<file path="config.mk">
export PLATFORM = sky130hd
export DESIGN_NAME = rtc_serial_seq
export DESIGN_NICKNAME = d
export VERILOG_FILES = /design/src/rtl/rtc_seq_pkg.sv /design/src/rtl/rtc_bit_phy.sv /design/src/rtl/rtc_link_init.sv /design/src/rtl/rtc_serial_seq.sv
export SDC_FILE = /design/constraint.sdc
export NUM_CORES = 1
export LEC_CHECK = 0
export BUFFER_PORTS_ARGS = -buffer_cell sky130_fd_sc_hd__buf_2
export CORE_MARGIN = 2
export CORE_UTILIZATION = 50
export CTS_BUF_LIST = sky130_fd_sc_hd__clkbuf_8 sky130_fd_sc_hd__clkbuf_16
export DETAILED_ROUTE_END_ITERATION = 6
export PLACE_DENSITY = 0.76
export SYNTH_ARGS = -nofsm -noshare
export SYNTH_HDL_FRONTEND = slang
export SYNTH_HIERARCHICAL = 1
export SYNTH_SLANG_ARGS = --single-unit
</file>
<file path="constraint.sdc">
create_clock -name clk -period 2.6 [get_ports clk]
set_input_delay 0.52 -clock clk [delete_from_list [all_inputs] [get_ports clk]]
set_output_delay 0.52 -clock clk [all_outputs]
set_load 0.02 [all_outputs]
</file>
<file path="src/rtl/rtc_seq_pkg.sv">
// Shared types and field widths for the serial RTC access sequencer.
package rtc_seq_pkg;
    localparam int ADDR_W = 3;
    localparam int DATA_W = 32;

    // Transaction-level states of the top sequencer.
    typedef enum logic [2:0] {
        S_IDLE,
        S_INIT,
        S_SHIFT,
        S_MODE,
        S_RDATA,
        S_FIN
    } seq_state_t;

    // States of the link bring-up engine.
    typedef enum logic [1:0] {
        I_POLL,
        I_PAUSE,
        I_END
    } init_state_t;
endpackage

</file>
<file path="src/rtl/rtc_bit_phy.sv">
// Serial clock generator for the RTC link.
// While run is high it makes back-to-back pulses: LINK_DLY cycles low, then
// LINK_DLY cycles high. bit_done marks the last high cycle of each pulse.
// Assumes LINK_DLY >= 1 and that the caller holds data stable over a pulse.
module rtc_bit_phy #(
    parameter int LINK_DLY = 4
) (
    input  logic clk,
    input  logic rst_n,
    input  logic run,
    output logic sclk,
    output logic bit_done
);
    localparam int DW = $clog2(LINK_DLY + 1);
    localparam logic [DW-1:0] DLAST = DW'(LINK_DLY - 1);

    logic [DW-1:0] cnt;
    logic          hi;

    // Phase counter: toggles the clock level every LINK_DLY cycles while running.
    always_ff @(posedge clk) begin
        if (!rst_n || !run) begin
            cnt <= '0;
            hi  <= 1'b0;
        end else if (cnt == DLAST) begin
            cnt <= '0;
            hi  <= !hi;
        end else begin
            cnt <= cnt + DW'(1);
        end
    end

    assign sclk     = hi;
    assign bit_done = run && hi && (cnt == DLAST);
endmodule

</file>
<file path="src/rtl/rtc_link_init.sv">
// Link bring-up engine: polls the target ready flag in windows of POLL_LIMIT
// cycles. Each empty window kicks the flag and pauses. After RETRY kicks, one
// more empty window fails the attempt. Failed attempts are retried after a
// pause, and every (RETRY+1)-th failure requests a static-register reset.
// After RETRY resets, the next failed group reports fail.
// Assumes en stays high until ok or fail has been seen; dropping en clears it.
module rtc_link_init #(
    parameter int          POLL_LIMIT = 40000,
    parameter int          PAUSE_DLY  = 5000,
    parameter int          RETRY      = 3,
    parameter logic [15:0] SRST_VALUE = 16'h180A
) (
    input  logic        clk,
    input  logic        rst_n,
    input  logic        en,
    input  logic        tgt_ready,
    output logic        ok,
    output logic        fail,
    output logic        rdy_kick,
    output logic        srst_req,
    output logic [15:0] srst_val
);
    import rtc_seq_pkg::*;

    localparam int PW = $clog2(POLL_LIMIT + 1);
    localparam int QW = $clog2(PAUSE_DLY + 1);
    localparam int RW = $clog2(RETRY + 1);
    localparam logic [PW-1:0] POLL_LAST  = PW'(POLL_LIMIT - 1);
    localparam logic [QW-1:0] PAUSE_LAST = QW'(PAUSE_DLY - 1);
    localparam logic [RW-1:0] R_LAST     = RW'(RETRY);

    init_state_t   st;
    logic [PW-1:0] poll_cnt;
    logic [QW-1:0] pause_cnt;
    logic [RW-1:0] win_cnt;
    logic [RW-1:0] fail_cnt;
    logic [RW-1:0] rst_cnt;

    // Bring-up state machine with nested window / attempt / reset counters.
    always_ff @(posedge clk) begin
        if (!rst_n || !en) begin
            st        <= I_POLL;
            poll_cnt  <= '0;
            pause_cnt <= '0;
            win_cnt   <= '0;
            fail_cnt  <= '0;
            rst_cnt   <= '0;
            ok        <= 1'b0;
            fail      <= 1'b0;
            rdy_kick  <= 1'b0;
            srst_req  <= 1'b0;
        end else begin
            ok       <= 1'b0;
            fail     <= 1'b0;
            rdy_kick <= 1'b0;
            srst_req <= 1'b0;
            case (st)
                I_POLL: begin
                    if (tgt_ready) begin
                        ok <= 1'b1;
                        st <= I_END;
                    end else if (poll_cnt == POLL_LAST) begin
                        poll_cnt  <= '0;
                        pause_cnt <= '0;
                        st        <= I_PAUSE;
                        if (win_cnt == R_LAST) begin
                            win_cnt <= '0;
                            if (fail_cnt == R_LAST) begin
                                fail_cnt <= '0;
                                if (rst_cnt == R_LAST) begin
                                    fail <= 1'b1;
                                    st   <= I_END;
                                end else begin
                                    rst_cnt  <= rst_cnt + RW'(1);
                                    srst_req <= 1'b1;
                                end
                            end else begin
                                fail_cnt <= fail_cnt + RW'(1);
                            end
                        end else begin
                            win_cnt  <= win_cnt + RW'(1);
                            rdy_kick <= 1'b1;
                        end
                    end else begin
                        poll_cnt <= poll_cnt + PW'(1);
                    end
                end
                I_PAUSE: begin
                    if (pause_cnt == PAUSE_LAST) st <= I_POLL;
                    else pause_cnt <= pause_cnt + QW'(1);
                end
                default: st <= I_END;
            endcase
        end
    end

    assign srst_val = SRST_VALUE;
endmodule

</file>
<file path="src/rtl/rtc_serial_seq.sv">
// Top of the serial RTC access sequencer. It accepts one read or write
// request, brings the link up through rtc_link_init, and shifts the frame
// with rtc_bit_phy: write = data then address, read = address only. A mode
// pulse with the enable low follows the frame, and a read then clocks in
// 32 bits. Requests that arrive while busy are refused with busy_rej.
// Assumes link_sdo is valid by the end of each high clock phase.
module rtc_serial_seq #(
    parameter int          LINK_DLY   = 250,
    parameter int          PAUSE_DLY  = 5000,
    parameter int          POLL_LIMIT = 40000,
    parameter int          RETRY      = 3,
    parameter logic [15:0] SRST_VALUE = 16'h180A
) (
    input  logic        clk,
    input  logic        rst_n,
    input  logic        req,
    input  logic        req_wr,
    input  logic [2:0]  req_addr,
    input  logic [31:0] req_wdata,
    output logic [31:0] rd_data,
    output logic        done,
    output logic        err,
    output logic        busy_rej,
    output logic        link_sen,
    output logic        link_sclk,
    output logic        link_sdi,
    input  logic        link_sdo,
    input  logic        tgt_ready,
    output logic        rdy_kick,
    output logic        srst_req,
    output logic [15:0] srst_val
);
    import rtc_seq_pkg::*;

    localparam int FRAME_W = DATA_W + ADDR_W;
    localparam int CW      = $clog2(FRAME_W + 1);

    seq_state_t         st;
    logic [FRAME_W-1:0] sh;
    logic [CW-1:0]      bits_left;
    logic               is_wr;
    logic [DATA_W-1:0]  rd_sh;
    logic               err_q;
    logic               sen_q;
    logic               busy_w;
    logic               phy_run;
    logic               bit_done;
    logic               init_ok;
    logic               init_fail;

    assign busy_w  = (st != S_IDLE);
    assign phy_run = (st == S_SHIFT) || (st == S_MODE) || (st == S_RDATA);

    rtc_bit_phy #(.LINK_DLY(LINK_DLY)) u_phy (
        .clk      (clk),
        .rst_n    (rst_n),
        .run      (phy_run),
        .sclk     (link_sclk),
        .bit_done (bit_done)
    );

    rtc_link_init #(
        .POLL_LIMIT (POLL_LIMIT),
        .PAUSE_DLY  (PAUSE_DLY),
        .RETRY      (RETRY),
        .SRST_VALUE (SRST_VALUE)
    ) u_init (
        .clk       (clk),
        .rst_n     (rst_n),
        .en        (st == S_INIT),
        .tgt_ready (tgt_ready),
        .ok        (init_ok),
        .fail      (init_fail),
        .rdy_kick  (rdy_kick),
        .srst_req  (srst_req),
        .srst_val  (srst_val)
    );

    // Transaction sequencer: request capture, frame shifting, read-back, completion.
    always_ff @(posedge clk) begin
        if (!rst_n) begin
            st        <= S_IDLE;
            sh        <= '0;
            bits_left <= '0;
            is_wr     <= 1'b0;
            rd_sh     <= '0;
            rd_data   <= '0;
            err_q     <= 1'b0;
            sen_q     <= 1'b0;
        end else begin
            case (st)
                S_IDLE: if (req) begin
                    is_wr     <= req_wr;
                    sh        <= req_wr ? {req_wdata, req_addr} : {req_addr, {DATA_W{1'b0}}};
                    bits_left <= req_wr ? CW'(FRAME_W) : CW'(ADDR_W);
                    err_q     <= 1'b0;
                    st        <= S_INIT;
                end
                S_INIT: begin
                    if (init_ok) begin
                        sen_q <= 1'b1;
                        st    <= S_SHIFT;
                    end else if (init_fail) begin
                        err_q <= 1'b1;
                        st    <= S_FIN;
                    end
                end
                S_SHIFT: if (bit_done) begin
                    sh <= sh << 1;
                    if (bits_left == CW'(1)) begin
                        sen_q <= 1'b0;
                        st    <= S_MODE;
                    end else begin
                        bits_left <= bits_left - CW'(1);
                    end
                end
                S_MODE: if (bit_done) begin
                    bits_left <= CW'(DATA_W);
                    st        <= is_wr ? S_FIN : S_RDATA;
                end
                S_RDATA: if (bit_done) begin
                    rd_sh <= {rd_sh[DATA_W-2:0], link_sdo};
                    if (bits_left == CW'(1)) begin
                        rd_data <= {rd_sh[DATA_W-2:0], link_sdo};
                        st      <= S_FIN;
                    end else begin
                        bits_left <= bits_left - CW'(1);
                    end
                end
                default: st <= S_IDLE;
            endcase
        end
    end

    // Busy refusal flag: one cycle after a request that found the block busy.
    always_ff @(posedge clk) begin
        if (!rst_n) busy_rej <= 1'b0;
        else        busy_rej <= req && busy_w;
    end

    assign link_sen = sen_q;
    assign link_sdi = (st == S_SHIFT) ? sh[FRAME_W-1] :
                      (st == S_MODE)  ? is_wr : 1'b0;
    assign done     = (st == S_FIN);
    assign err      = (st == S_FIN) && err_q;
endmodule

</file>
After elaboration in Yosys (flattened, before gate mapping) --
Cells that the tools add are included.
Word-level totals: register bits 161, word-level logic and storage cells 151
Operators by class: add/sub/neg operators 7, bitwise operators 6, reductions and logical operators 39, eq/ne operators 30, mux-type cells 48
Operators by type and width (number):
- $mux 35 | 3
- $pmux 35 s2 | 1
- $mux 13 | 3
- $mux 6 | 5
- $pmux 13 s2 | 1
- $mux 3 | 8
- $ne 2x2->1 const B | 10
- $pmux 6 s3 | 1
- $add 16x1->16 const B | 1
- $eq 16x16->1 const B | 1
- $mux 16 | 1
- $mux 2 | 8
- $reduce_and 4->1 | 4
- $pmux 3 s5 | 1
- $add 13x1->13 const B | 1
- $eq 13x13->1 const B | 1
- $mux 1 | 13
- $ne 2x1->1 const B | 5
- $reduce_and 3->1 | 3
- $add 8x1->8 const B | 1
- $eq 8x8->1 const B | 1
- $reduce_and 2->1 | 4
- $reduce_bool 2->1 | 4
- $reduce_and 7->1 | 1
- 24 further kinds | 48

Depth between registers and ports, before layout --
Gate-level depths: netlist (run 1).
depth after elaboration 7, depth in mapped cells 13, gate-level depth less buffers 8

Cells and area by module --
The synthesis (run 1) kept the hierarchy.
By module, submodules not included:
- rtc_serial_seq | times used 1, sequential area each 2222.1 µm², area each 4670.7 µm², cells each 598
- rtc_link_init | times used 1, sequential area each 820.8 µm², area each 2158.3 µm², cells each 261
- rtc_bit_phy | times used 1, sequential area each 180.2 µm², area each 404.1 µm², cells each 45

Worst setup path after synthesis (run 1) --
Ideal clock, no wire load.
kind register -> register, from register st[1] (netlist name), to register rd_data[0], setup time 0.132 ns, stages on the path, launching flop included 14, path slack -0.024 ns, arrival time 2.492 ns, cell sequence dfxtp_1 > clkbuf_1 > clkbuf_1 > nor3b_1 > nand2b_1 > nand2_1 > nor3_1 > buf_2 > nor4bb_1 > clkbuf_1 > nand3_1 > clkbuf_1 > nand2_1 > a21oi_1
RTL lines:
- to (signal assigned) | RTL line rtc_serial_seq.sv:124 | rd_data <= {rd_sh[DATA_W-2:0], link_sdo};
- to (decl) | RTL line rtc_serial_seq.sv:20 | output logic [31:0] rd_data,

Worst setup path after layout (run 1) --
from register u_init.poll_cnt[6], to register u_init.pause_cnt[7]
Between the ends: longest elaborated chain between the ends 3
Ends and longest elaborated chain:
- from (decl) | RTL line rtc_link_init.sv:33 | logic [PW-1:0] poll_cnt;
- from (signal assigned) | RTL line rtc_link_init.sv:85 | poll_cnt <= poll_cnt + PW'(1);
- $eq 16x16->1 | RTL line rtc_link_init.sv:62 | end else if (poll_cnt == POLL_LAST) begin
- $ne 2x1->1 (no line)
- $reduce_and 4->1 (no line)
- to (signal assigned) | RTL line rtc_link_init.sv:90 | else pause_cnt <= pause_cnt + QW'(1);
- to (decl) | RTL line rtc_link_init.sv:34 | logic [QW-1:0] pause_cnt;
Every way passes these cells. A chain may end at the register's enable or synchronous reset.

==> results.sh, run 1 <==
export IMPL_status="finished, final reports clean"
export IMPL_firstDrtPassIters=5
export IMPL_fillCellCount=1232
export IMPL_clk_pin_slew_ps=70
export IMPL_yosys_area_top_type="dfxtp_1"
export IMPL_crit_arrival_ps=2680
export IMPL_yosys_area_top_type_share_pct=44.56
export IMPL_crit_chain="or4b_4 > or4_1 > o211ai_1 > a31oi_1"
export IMPL_die_x_um=124.3
export IMPL_synth_seq_cells=161
export IMPL_rsz0062_at_grt="no"
export IMPL_drc=0
export IMPL_core_area_mm2=0.01399
export IMPL_r2r_start="u_init/poll_cnt[6]"
export IMPL_startpoint_type="flop"
export IMPL_timing_fmax_ghz=0.4165
export IMPL_yosysWarningCount=6
export IMPL_ir_worst_vdd_mv=0.5928
export IMPL_final_seq_area_mm2=0.003223
export IMPL_cp_max_fo=12
export IMPL_cp_end_kind="flop"
export IMPL_r2r_end="u_init/pause_cnt[7]"
export IMPL_avgRoutedWirePerCell_um=13.76
export IMPL_power_density_mw_per_mm2=736.3
export IMPL_antenna_cells=0
export IMPL_hold_start="link_sdo"
export IMPL_grt_max_degree=64
export IMPL_syn_to_final_growth_pct=15.67
export IMPL_r2r_slack_ps=200
export IMPL_layout_drive_gt1_share_pct=15.78
export IMPL_async_flop_share_pct=0
export IMPL_synth_edf_count=0
export IMPL_numCtsBuffers=17
export IMPL_hold_path_class="in -> reg"
export IMPL_gp_congestion=0.8949
export IMPL_drt_initial_drc_count=478
export IMPL_clock_tree_root_cell="clkbuf_16"
export IMPL_path_delay_family="simple AND/OR/NAND/NOR gates"
export IMPL_finalCritPeriodShare_pct=92.35
export IMPL_globalRouteTotalUtil_pct=20.68
export IMPL_path_buf_inv=0
export IMPL_tns_ps=0
export IMPL_p_leak_nw=3.018
export IMPL_grt_pass1_wl_um=27340
export IMPL_synth_top_cells_by_area="dfxtp_1 45%, nand2_1 10%, a21oi_1 6.6%, a311oi_1 4.0%, nand3_1 3.8%"
export IMPL_fin_nets=1013
export IMPL_layout_min_cycle_time_ps=2401
export IMPL_cts_tree="yes"
export IMPL_vias=6468
export IMPL_cts_htree_levels=4
export IMPL_ys_seq_area_share_pct=44.56
export IMPL_grt_ovfl_total=0
export IMPL_ant_nets=0
export IMPL_skew_ps=11.54
export IMPL_row_count=43
export IMPL_critPathMaxStageDelay_ps=680
export IMPL_reg2reg_depth=4
export IMPL_netlist_area_mm2=0.007233
export IMPL_die_y_um=124.3
export IMPL_viasPerCell=5.595
export IMPL_holdPathStages=3
export IMPL_routed_wl_um=15910
export IMPL_max_cap_violations=0
export IMPL_io_pins=97
export IMPL_relSlewSlack_pct=47.17
export IMPL_multi_input_area_mm2=0.003662
export IMPL_hpwlAfterDp_um=10390
export IMPL_hold_violations=0
export IMPL_die_area_mm2=0.01544
export IMPL_cts_hold_buf=0
export IMPL_slew_viol_final=0
export IMPL_synth_ff_type="dfxtp_1"
export IMPL_tightest_slew_ps=787.8
export IMPL_avgSynthCellArea_um2=8.001
export IMPL_start_util_pct=51.71
export IMPL_clockBufferDepth=2
export IMPL_synth_cells=904
export IMPL_crit_slowest_cell="or4_1"
export IMPL_hold_end="rd_sh[0]"
export IMPL_grt_pass1_vias=5864
export IMPL_crit_type="reg -> reg"
export IMPL_synth_distinct_cells=64
export IMPL_stdcell_count=1156
export IMPL_setup_violations=0
export IMPL_post_place_cells=1123
export IMPL_required_ps=2880
export IMPL_clock_sinks=161
export IMPL_port_buffers=80
export IMPL_antenna_found_initial=0
export IMPL_clk_latency_ps=420
worst max-delay path by stage:
| stage | depth (start not counted) | endpoint | from |
|---|---|---|---|
| 2_1_floorplan | 13 | rd_data[0] | st[1] |
| 3_3_place_gp | 4 | u_init/pause_cnt[7] | u_init/poll_cnt[6] |
| 3_5_place_dp | 4 | u_init/pause_cnt[7] | u_init/poll_cnt[6] |
| 4_1_cts | 4 | u_init/pause_cnt[7] | u_init/poll_cnt[6] |
| 5_1_grt | 10 | sh[3] | st[2] |
| 6_report | 4 | u_init/pause_cnt[7] | u_init/poll_cnt[6] |
what timing repair did:
| action | in CTS | in global routing |
|---|---|---|
| gates resized for setup | 0 | 1 |
| hold endpoints to repair | 0 | 0 |
| buffers inserted | 0 | 1 |
| setup endpoints to repair | 0 | 10 |
cell families (layout without fill, tap and decap cells):
group | Yosys count | in the layout | synth area share [%]
AND/OR/NAND/NOR | 409 | 409 | 26.64
AO/OA/AOI/OAI | 209 | 209 | 18.91
flip-flops | 161 | 161 | 44.56
buffers and inverters | 97 | 155 | 6.054
XOR/XNOR | 10 | 10 | 1.211
adder cells (fa/ha/maj) | 9 | 9 | 1.557
multiplexers | 7 | 7 | 0.9687
other | 2 | 16 | 0.1038
report_power, final:
part,switching [mW],internal (mW),leakage (nW),total (mW)
clock,1.04,1.32,0.276,2.36
combinational,0.634,0.408,1.44,1.04
sequential,0.116,2.64,1.31,2.76
total,1.79,4.37,3.02,6.16
Yosys cell counts (all sizes together), types with 14 or more instances:
library cell / count
nor2: 54
nand2: 195
a21oi: 96
a31oi: 14
nand3: 55
dfxtp: 161
inv: 16
clkbuf: 49
nor3: 17
nand4: 14
buf: 32
a311oi: 33
o21ai: 20
metrics by stage:
step | hold slack [ps] | setup WS (ps) | instance area (µm²) | util [%] | power (mW)
6_report | 347.2 | 198.8 | 8367 | 59.81 | 6.160
5_1_grt | 340.3 | 12.41 | 8367 | 59.81 | 6.466
4_1_cts | 328.5 | 200.6 | 8356 | 59.73 | 6.195
3_5_place_dp | 443.5 | 212.9 | 7791 | 55.70 | 3.828
3_3_place_gp | 438.5 | 274.3 | 7791 | 55.70 | 3.810
2_1_floorplan | 432.1 | 71.76 | 7291 | - | 3.563
worst register-to-register path, delay by kind of cell, from the launching register on:
kind,cells,cell delay (ps)
flip-flops,1,350
AO/OA/AOI/OAI,2,670
AND/OR/NAND/NOR,2,1250
cells in the final DEF (no fill, tap or decap), types with 4 or more instances in the layout:
cell,Yosys,routed
nand2_1,195,195
dfxtp_1,161,161
a21oi_1,96,96
buf_2,11,80
nand3_1,55,55
nor2_1,54,54
a311oi_1,33,33
buf_4,16,24
clkbuf_16,0,17
inv_1,15,16
nor3_1,16,16
o21ai_0,16,16
conb_1,2,16
a31oi_1,14,14
nand4_1,13,13
nand2b_1,12,12
or3_1,10,10
ha_1,9,9
o211ai_1,8,8
mux2i_1,7,7
nor4_1,7,7
o31a_1,7,7
or4_1,7,7
and2_1,6,6
and3_1,6,6
inv_6,0,6
xnor2_1,6,6
o31ai_1,6,6
nand3b_1,5,5
nor2b_1,4,4
o21ai_1,4,4
xor2_1,4,4
registers in the layout, summed over array words and instances (netlist names):
name / flops
sh: 35
u_init/ok: 1
busy_rej: 1
rd_sh: 31
err_q: 1
u_init/poll_cnt: 16
u_init/srst_req: 1
u_init/pause_cnt: 13
u_init/fail: 1
u_phy/cnt: 8
st: 3
rd_data: 32
u_init/rst_cnt: 2
is_wr: 1
u_init/st: 2
bits_left: 6
link_sen: 1
u_init/rdy_kick: 1
u_phy/sclk: 1
u_init/fail_cnt: 2
u_init/win_cnt: 2
layer usage:
layer / global-route usage (%) / part of all wire, %
met3: 5.155 / 4.9
met1: 27.75 / 47
met5: 0 / 0
met2: 32.59 / 47
met4: 7.072 / 1.0
layout make-up:
cell class,instances,share of cell area (%)
Clock buffer,20,5.578
Sequential cell,161,38.52
Clock inverter,12,1.166
Tap cell,180,2.692
Inverter,16,0.7178
Timing Repair Buffer,107,7.552
Multi-Input combinational cell,660,43.77
Power figures use the tool's default switching activity.
==> run 2, diff against run 1 <==
CORE_UTILIZATION = 40   (was 50)
PLACE_DENSITY = 0.63   (was 0.76)
SLEW_MARGIN = 20   (was not set)
SYNTH_HIERARCHICAL = not set   (was 1)
==> results.sh, run 2 <==
export IMPL_status="finished, final reports clean"
export IMPL_slew_viol_final=0
export IMPL_cp_end_kind="output pin"
export IMPL_timing_fmax_ghz=0.4190
export IMPL_p_switching_mw=1.294
export IMPL_avgSynthCellArea_um2=8.118
export IMPL_synthTopCellsByCount="193 x nand2_1, 161 x dfxtp_1, 87 x a21oi_1"
export IMPL_clockBufferDepth=2
export IMPL_viasPerCell=5.067
export IMPL_tns_ps=0
export IMPL_skew_ps=9.163
export IMPL_synth_seq_cells=161
export IMPL_synth_mux_area_fraction_pct=2.003
export IMPL_fillCellCount=1726
export IMPL_hold_end="rd_data[0]"
export IMPL_yosys_area_top_type_share_pct=46.06
export IMPL_routed_wl_um=14650
export IMPL_ys_seq_area_share_pct=46.06
export IMPL_synth_cells=862
export IMPL_synth_ff_type="dfxtp_1"
export IMPL_top_regs="sh: 35 flops, rd_data: 32 flops, rd_sh: 31 flops"
export IMPL_async_flop_share_pct=0
export IMPL_r2r_slack_ps=350
export IMPL_hold_violations=0
export IMPL_die_y_um=136.3
export IMPL_start_util_pct=40.74
export IMPL_yosys_area_top_type="dfxtp_1"
export IMPL_rsz0062_at_grt="no"
export IMPL_power_share_clock_pct=46.2
export IMPL_hold_path_class="in -> reg"
export IMPL_antenna_found_initial=1
export IMPL_synth_top_cells_by_area="dfxtp_1 46%, nand2_1 10%, a21oi_1 6.2%, nor2_1 4.1%, a311oi_1 3.9%"
export IMPL_p_int_mw=4.305
export IMPL_finalCritPeriodShare_pct=91.80
export IMPL_yosysWarningCount=0
export IMPL_cts_tree="yes"
export IMPL_p_leak_nw=2.987
export IMPL_die_x_um=136.3
export IMPL_grt_pass1_wl_um=24210
export IMPL_largest_reg_flops=35
export IMPL_row_count=48
export IMPL_holdPathStages=3
export IMPL_post_cts_buffers=0
export IMPL_fin_nets=968
export IMPL_synthAdderAreaFrac_pct=1.609
export IMPL_p_total_mw=5.599
export IMPL_ant_nets=0
export IMPL_clock_tree_root_cell="clkbuf_16"
export IMPL_drc=0
export IMPL_core_area_mm2=0.01718
export IMPL_holdWs_ps=361.9
export IMPL_synth_compound_area_share_pct=14.75
export IMPL_die_area_mm2=0.01857
export IMPL_grt_ovfl_total=0
export IMPL_ir_worst_vdd_mv=0.4432
export IMPL_firstDrtPassIters=4
export IMPL_setup_violations=0
export IMPL_ctsResizeCount=0
export IMPL_grt_max_degree=108
export IMPL_drt_initial_drc_count=360
export IMPL_pre_cts_slack_ps=405.9
export IMPL_reg2reg_depth=6
export IMPL_vias=5857
export IMPL_cts_htree_levels=4
export IMPL_syn_to_final_growth_pct=16.68
export IMPL_gp_congestion=0.7962
export IMPL_clock_sinks=161
export IMPL_cts_hold_buf=0
export IMPL_share_seq_of_total_power_pct=46.3
export IMPL_synth_most_common_cell="nand2_1"
export IMPL_cp_max_fo=20
export IMPL_port_buffers=80
export IMPL_final_common_cell="nand2_1"
export IMPL_hpwlAfterDp_um=9589
export IMPL_max_cap_violations=0
export IMPL_power_density_mw_per_mm2=685.7
export IMPL_p_comb_share_pct=7.4
export IMPL_netlist_area_mm2=0.006998
export IMPL_avgRoutedWirePerCell_um=12.67
export IMPL_synth_top_family_by_area="simple AND/OR/NAND/NOR gates"
export IMPL_synth_distinct_cells=61
export IMPL_final_cell_mix="193 x nand2_1, 161 x dfxtp_1, 87 x a21oi_1"
export IMPL_final_seq_area_mm2=0.003223
export IMPL_clk_latency_ps=420
export IMPL_r2r_end="bits_left[5]"
export IMPL_layout_drive_gt1_share_pct=15.48
export IMPL_yosys_area_share_simple_pct=27.32
export IMPL_crit_type="reg -> out"
export IMPL_synth_edf_count=0
export IMPL_multi_input_area_mm2=0.003466
export IMPL_synth_xor_area_share_pct=2.753
export IMPL_r2r_start="bits_left[0]"
export IMPL_relSlewSlack_pct=54.16
export IMPL_regMostFlops="sh"
export IMPL_globalRouteTotalUtil_pct=16.16
export IMPL_swShare_pct=23.12
export IMPL_crit_arrival_ps=1870
export IMPL_layout_min_cycle_time_ps=2387
export IMPL_clk_pin_slew_ps=60
export IMPL_grt_pass1_vias=5144
export IMPL_finalWorstSetupSlack_ps=213.3
export IMPL_hold_start="link_sdo"
export IMPL_tightest_slew_ps=687.6
export IMPL_numCtsBuffers=17
export IMPL_startpoint_type="flop"
export IMPL_required_ps=2080
export IMPL_io_pins=97
==> run 2: worst max-delay path by stage <==
stage | start | endpoint | cells past startpoint | slack [ps]
after floorplan | u_init.poll_cnt[0] | u_init.pause_cnt[1] | 7 | 730
after global placement | bits_left[0] | bits_left[5] | 6 | 420
after detailed placement | u_init.poll_cnt[0] | u_init.pause_cnt[4] | 7 | 410
after CTS | st[1] | link_sdi | 3 | 210
after global routing | st[1] | link_sdi | 3 | 60
final | st[1] | link_sdi | 3 | 210
==> run 2: critical path, cell delays in order (launching register included) <==
cell and delay, ps:
dfxtp_1 730, nor2b_1 370, nor2b_1 170, buf_2 180
==> run 2: metrics by stage <==
step	instances	utilization (%)	area, µm²
3_5_place_dp	1123	43.78	7520
5_1_grt	1156	47.54	8165
3_3_place_gp	1123	43.78	7520
2_1_floorplan	876	-	7051
6_report	1156	47.54	8165
4_1_cts	1154	47.36	8135
==> run 2: cell type report <==
| cell class | count | share of cell area, % |
|---|---|---|
| multi-input combinational | 636 | 42.45 |
| tap | 225 | 3.448 |
| sequential | 161 | 39.47 |
| clock inverter | 14 | 2.329 |
| inverter | 6 | 0.2911 |
| antenna | 1 | 0.03065 |
| timing repair buffer | 96 | 6.773 |
| clock buffer | 17 | 5.210 |
==> run 2: layer usage <==
| layer | global-route usage (%) | vias to the layer above | routed length, µm |
|---|---|---|---|
| met3 | 3.654 | 18 | 509 |
| li1 | - | 3081 | - |
| met1 | 21.33 | 2663 | 7037 |
| met4 | 6.944 | 0 | 255 |
| met5 | 0 | - | 0 |
| met2 | 25.35 | 95 | 6850 |
==> run 2: power groups by stage <==
stage	Clock [mW]	Sequential [mW]	Combinational [mW]
global route	2.76	2.60	0.463
detailed placement	0	2.65	0.410
floorplan	0	2.63	0.337
global placement	0	2.65	0.406
finish	2.59	2.59	0.415
CTS	2.66	2.59	0.412
==> run 2: kinds of logic (layout without fill, tap and decap cells) <==
kind of cell,after synthesis,count (layout)
AOI/OAI and AO/OA,163,163
adders and majority gates,9,9
xor gates and xnor gates,22,22
muxes,14,14
buffers and inverters,79,133
DFF,161,161
other,2,17
and+or+nand+nor,412,412
